===== src/rtl/strap_irq_pkg.sv =====
package strap_irq_pkg;
  typedef struct packed {
    logic capture;
    logic detectEn;
    logic irqSet;
    logic irqClr;
    logic nmiSet;
    logic nmiClr;
  } ctrlStb_t;
endpackage


===== src/rtl/strap_irq_dp.sv =====
module strap_irq_dp
  import strap_irq_pkg::*;
#(
  parameter int NUM_MODE    = 3,
  parameter int SYNC_STAGES = 2,
  parameter int IRQ_IDX     = 1,
  parameter int NMI_IDX     = 2
) (
  input  logic                clk,
  input  logic                rstN,
  input  logic [NUM_MODE-1:0] modePins,
  input  logic                pllInitPin,
  input  logic                clkPolPin,
  input  logic                irqEdgeMode,
  input  ctrlStb_t            stb,
  output logic                irqNow,
  output logic                irqPrev,
  output logic                nmiNow,
  output logic                nmiPrev,
  output logic [NUM_MODE-1:0] opMode,
  output logic                pllEnable,
  output logic                clkOutInvert,
  output logic                irqReq,
  output logic                nmiReq
);
  localparam int NUM_PINS = NUM_MODE + 2;
  localparam int PLL_BIT  = NUM_MODE;
  localparam int POL_BIT  = NUM_MODE + 1;

  logic [NUM_PINS-1:0] rawPins;
  logic [NUM_PINS-1:0] syncQ [SYNC_STAGES];
  logic [NUM_PINS-1:0] syncNow;
  logic irqPend, nmiPend;

  assign rawPins = {clkPolPin, pllInitPin, modePins};

  // Synchronizer chain is not reset so straps settle while reset is held
  for (genvar s = 0; s < SYNC_STAGES; s++) begin : g_sync
    if (s == 0) begin : g_first
      always_ff @(posedge clk) syncQ[s] <= rawPins;
    end else begin : g_next
      always_ff @(posedge clk) syncQ[s] <= syncQ[s-1];
    end
  end

  assign syncNow = syncQ[SYNC_STAGES-1];
  assign irqNow  = syncNow[IRQ_IDX];
  assign nmiNow  = syncNow[NMI_IDX];

  always_ff @(posedge clk or negedge rstN) begin
    if (!rstN) begin
      opMode       <= '0;
      pllEnable    <= 1'b0;
      clkOutInvert <= 1'b0;
      irqPrev      <= 1'b1;
      nmiPrev      <= 1'b1;
      irqPend      <= 1'b0;
      nmiPend      <= 1'b0;
    end else begin
      if (stb.capture) begin
        opMode       <= syncNow[NUM_MODE-1:0];
        pllEnable    <= syncNow[PLL_BIT];
        clkOutInvert <= syncNow[POL_BIT];
      end
      irqPrev <= irqNow;
      nmiPrev <= nmiNow;
      if (stb.irqSet)      irqPend <= 1'b1;
      else if (stb.irqClr) irqPend <= 1'b0;
      if (stb.nmiSet)      nmiPend <= 1'b1;
      else if (stb.nmiClr) nmiPend <= 1'b0;
    end
  end

  assign irqReq = irqEdgeMode ? irqPend : (stb.detectEn & ~irqNow);
  assign nmiReq = nmiPend;
endmodule


===== src/rtl/strap_irq_ctrl.sv =====
module strap_irq_ctrl
  import strap_irq_pkg::*;
(
  input  logic     clk,
  input  logic     rstN,
  input  logic     irqNow,
  input  logic     irqPrev,
  input  logic     nmiNow,
  input  logic     nmiPrev,
  input  logic     irqEdgeMode,
  input  logic     irqClrIn,
  input  logic     nmiClrIn,
  output logic     armed,
  output ctrlStb_t stb
);
  always_ff @(posedge clk or negedge rstN) begin
    if (!rstN) armed <= 1'b0;
    else       armed <= 1'b1;
  end

  always_comb begin
    stb.capture  = ~armed;
    stb.detectEn = armed;
    stb.irqSet   = armed & irqEdgeMode & irqPrev & ~irqNow;
    stb.irqClr   = irqClrIn;
    stb.nmiSet   = armed & nmiPrev & ~nmiNow;
    stb.nmiClr   = nmiClrIn;
  end
endmodule


===== src/rtl/strap_irq_unit.sv =====
module strap_irq_unit
  import strap_irq_pkg::*;
#(
  parameter int NUM_MODE    = 3,
  parameter int SYNC_STAGES = 2
) (
  input  logic                clk,
  input  logic                rstN,
  input  logic [NUM_MODE-1:0] modePins,
  input  logic                pllInitPin,
  input  logic                clkPolPin,
  input  logic                irqEdgeMode,
  input  logic                irqClr,
  input  logic                nmiClr,
  output logic [NUM_MODE-1:0] opMode,
  output logic                pllEnable,
  output logic                clkOutInvert,
  output logic                irqReq,
  output logic                nmiReq
);
  ctrlStb_t stbW;
  logic armedW, irqNowW, irqPrevW, nmiNowW, nmiPrevW;

  strap_irq_ctrl ctrl_i (
    .clk(clk), .rstN(rstN),
    .irqNow(irqNowW), .irqPrev(irqPrevW),
    .nmiNow(nmiNowW), .nmiPrev(nmiPrevW),
    .irqEdgeMode(irqEdgeMode), .irqClrIn(irqClr), .nmiClrIn(nmiClr),
    .armed(armedW), .stb(stbW)
  );

  strap_irq_dp #(
    .NUM_MODE(NUM_MODE), .SYNC_STAGES(SYNC_STAGES), .IRQ_IDX(1), .NMI_IDX(2)
  ) dp_i (
    .clk(clk), .rstN(rstN), .modePins(modePins),
    .pllInitPin(pllInitPin), .clkPolPin(clkPolPin),
    .irqEdgeMode(irqEdgeMode), .stb(stbW),
    .irqNow(irqNowW), .irqPrev(irqPrevW),
    .nmiNow(nmiNowW), .nmiPrev(nmiPrevW),
    .opMode(opMode), .pllEnable(pllEnable), .clkOutInvert(clkOutInvert),
    .irqReq(irqReq), .nmiReq(nmiReq)
  );
endmodule


===== config.mk =====
export PLATFORM = sky130hd
export DESIGN_NAME = strap_irq_unit
export DESIGN_NICKNAME = d
export VERILOG_FILES = /design/src/rtl/strap_irq_pkg.sv /design/src/rtl/strap_irq_dp.sv /design/src/rtl/strap_irq_ctrl.sv /design/src/rtl/strap_irq_unit.sv
export SDC_FILE = /design/constraint.sdc
export NUM_CORES = 1
export LEC_CHECK = 0
export ABC_AREA = 1
export BUFFER_PORTS_ARGS = -buffer_cell sky130_fd_sc_hd__buf_4
export CORE_MARGIN = 2
export CORE_UTILIZATION = 47
export CTS_CLUSTER_DIAMETER = 50
export DETAILED_ROUTE_END_ITERATION = 10
export GPL_TIMING_DRIVEN = 0
export PLACE_DENSITY = 0.73
export SLEW_MARGIN = 30
export SYNTH_ARGS = -nofsm -noshare
export SYNTH_HDL_FRONTEND = slang
export SYNTH_HIERARCHICAL = 1
export SYNTH_SLANG_ARGS = --single-unit

===== constraint.sdc =====
create_clock -name clk -period 0.8 [get_ports clk]
set_input_delay 0.16 -clock clk [delete_from_list [all_inputs] [get_ports clk]]
set_output_delay 0.16 -clock clk [all_outputs]
set_load 0.05 [all_outputs]

==> reports/results.txt <==
Share of power burned in registers: 49.4%
ANT nets after route: 0
Syn avg cell area: 11.2 um^2
Critical Path AT: 1.12 ns
Global route overflow: 0
Starting Density: 49.3%
H-Tree Depth: 1
Worst path required time: 0.64 ns
Area leader, netlist: dfrtp_1
Setup Skew: 0.00108 ns
Final core occ: 75.4%
Clock-pin slew on the worst setup and hold paths: 0.11 ns
Max-cap violations: 0
Die Ht: 40.5 um
Startpoint Class: flop
Power Internal: 1.73 mW
DIE AREA: 1640 um^2
Seq/Total Area, Yosys: 72.4%
Die Wd: 40.5 um
Initial antenna violation count: 0
Placer Congestion: 0.669
TNS Setup: -2.66 ns
PnR Total Power: 2.25 mW
Cell Area, Synth: 626 um^2
Largest net degree at the start of global routing: 13
Fin worst setup slack: -0.481 ns
Fin crit period: 1.28 ns
Vias in the first global route: 387
Share of the synthesized area in the top cell type: 32.0%
Switching Fraction: 23.0%
Clock network power share: 35.4%
Synth area leaders: dfrtp_1, dfxtp_1, dfstp_2
CP endpoint kind: primary output
Post-Route WL: 1110 um
CORE AREA: 1270 um^2
Psw: 0.519 mW
Final worst path period share: 160%
Fin nets: 93
Footprint of the multi-input gates: 129 um^2
CP Class: reg2out
Vias: 425
Failing checks: negative setup slack
Synth Net Count: 66
Status: finished with violations
Vias per cell: 4.38
Combinational power share: 15.2%
Tightest Hold Check Type: in2reg
RSZ-0062 raised after global routing: true
Clock tree buffer depth: 2
Leakage: 0.455 nW
Seq cells post-synth: 20
# setup viols final: 14
RR Startpoint: ctrl_i/armed
Final slew viol count: 0
WL/cell: 11.5 um
Maximum vdd drop: 0.00135 V
Clock sink count: 20
Power Density: 2350 nW/um^2
Fillers: 87
Clk_lat worst skew: 0.29 ns
Worst hold start: nmiClr
Total GRT Usage: 16.4%
IO buf count: 14
FF+latch area: 462 um^2
Final Hold Viols: 0
First-pass iteration count of the detailed router: 4
Worst Path Max Fanout: 4
HPWL Detailed: 627 um
Synthesized instance count: 56
Worst slack at placement: -0.201 ns
Num CTS Buffers: 3
Root Buffer: clkbuf_4
Critical path startpoint: ctrl_i/armed
N_diodes: 0
First-pass GRT wire length: 1610 um
Synth warn: 6
Distinct cells, synth: 13
DR iter-0 viols: 5
Synthesis-to-layout area growth: 53.0%
Share of post-route cells with drive strength above 1: 50.0%
Peak Freq: 780 MHz
FP Rows: 13
DRC Markers: 0
TritonCTS clock tree: yes
Ports: 17
routing by layer:
metal	GRT usage (%)	vias up	part of all wire, %
met3	5.00	2	4.4
met2	27.4	10	53
li1	-	213	-
met1	17.9	200	41
met4	10.0	0	1.1
met5	0	-	0
sequential cells by signal (all words and copies together) (netlist names):
register           flops
dp_i/irqPend           1
dp_i/syncQ            10
ctrl_i/armed           1
dp_i/pllEnable         1
dp_i/nmiReq            1
dp_i/clkOutInvert      1
dp_i/opMode            3
dp_i/irqPrev           1
dp_i/nmiPrev           1
through the flow:
stage	instance area, um^2	hold WS, ns	instances
floorplan	646	-0.136	56
global placement	769	-0.00445	85
detailed placement	769	-0.00466	85
CTS	933	0.0305	96
global route	957	0.0200	97
finish	957	0.0298	97
what timing repair did:
item | CTS | global route
endpoints found under the hold margin | 15 | 0
setup buffers | 0 | 1
gates resized for setup | 12 | 7
gates cloned | 1 | 0
hold buffers | 6 | 0
pin swaps | 2 | 0
setup endpoints to repair | 14 | 14
cell usage after synthesis:
library cell   n
o21ai_2        1
buf_6          1
nand3_1        1
inv_1         11
dfstp_2        2
o21bai_1       2
o21ai_1        4
conb_1         1
dfxtp_1       10
dfrtp_1        8
nand2_1       10
nor2_1         2
buf_4          3
cell type report:
| cell class | instances | area share (%) |
|---|---|---|
| Tap cell | 15 | 1.96 |
| Timing Repair Buffer | 22 | 22.4 |
| Inverter | 11 | 4.58 |
| Clock buffer | 3 | 2.35 |
| Buffer | 4 | 3.92 |
| Multi-Input combinational cell | 21 | 13.5 |
| Sequential cell | 20 | 48.2 |
| Clock inverter | 1 | 3.14 |
worst max-delay path: stages, from the launching register on:
cell and delay, ns:
dfrtp_2 0.46, buf_6 0.13, nand3_4 0.05, nand2_4 0.05
buf_8 0.14
worst paths after layout:
kind	end	slack [ns]	cells past startpoint
setup / recovery	irqReq	-0.48	4
hold / removal	dp_i/nmiReq	0.03	2
setup reg to reg	dp_i/opMode[1]	-0.16	5
hold reg to reg	dp_i/syncQ[0][8]	0.34	0
max in group asynchronous	dp_i/irqPrev	0.36	2
min in group asynchronous	dp_i/opMode[2]	0.22	2
cells by family after synthesis:
family	after synthesis	share of synthesized area (%)
AOI/OAI and AO/OA	7	7.00
buffers and inverters	15	12.0
and+or+nand+nor	13	8.00
other	1	0.599
DFF	20	72.4
power groups by stage:
stage	sequential, mW	clock (mW)	combinational [mW]
after CTS	1.11	0.809	0.329
after detailed placement	1.13	0	0.270
final	1.11	0.798	0.342
after global placement	1.12	0	0.265
after floorplan	1.22	0	0.0803
after global routing	1.12	0.869	0.362
layout by cell type (no fill, tap or decap):
master	instances
o21ai_2	2
buf_4	10
inv_1	10
conb_1	1
dfstp_2	2
bufinv_16	1
nand3_4	1
inv_4	1
o21ai_1	3
dfrtp_2	7
nand2_4	1
dfrtp_1	1
dlygate4sd3_1	6
buf_6	9
o21bai_1	2
clkbuf_4	3
buf_8	1
dfxtp_1	10
nand2_2	3
nor2_1	2
nand2_1	6
Power figures use the tool's default switching activity.
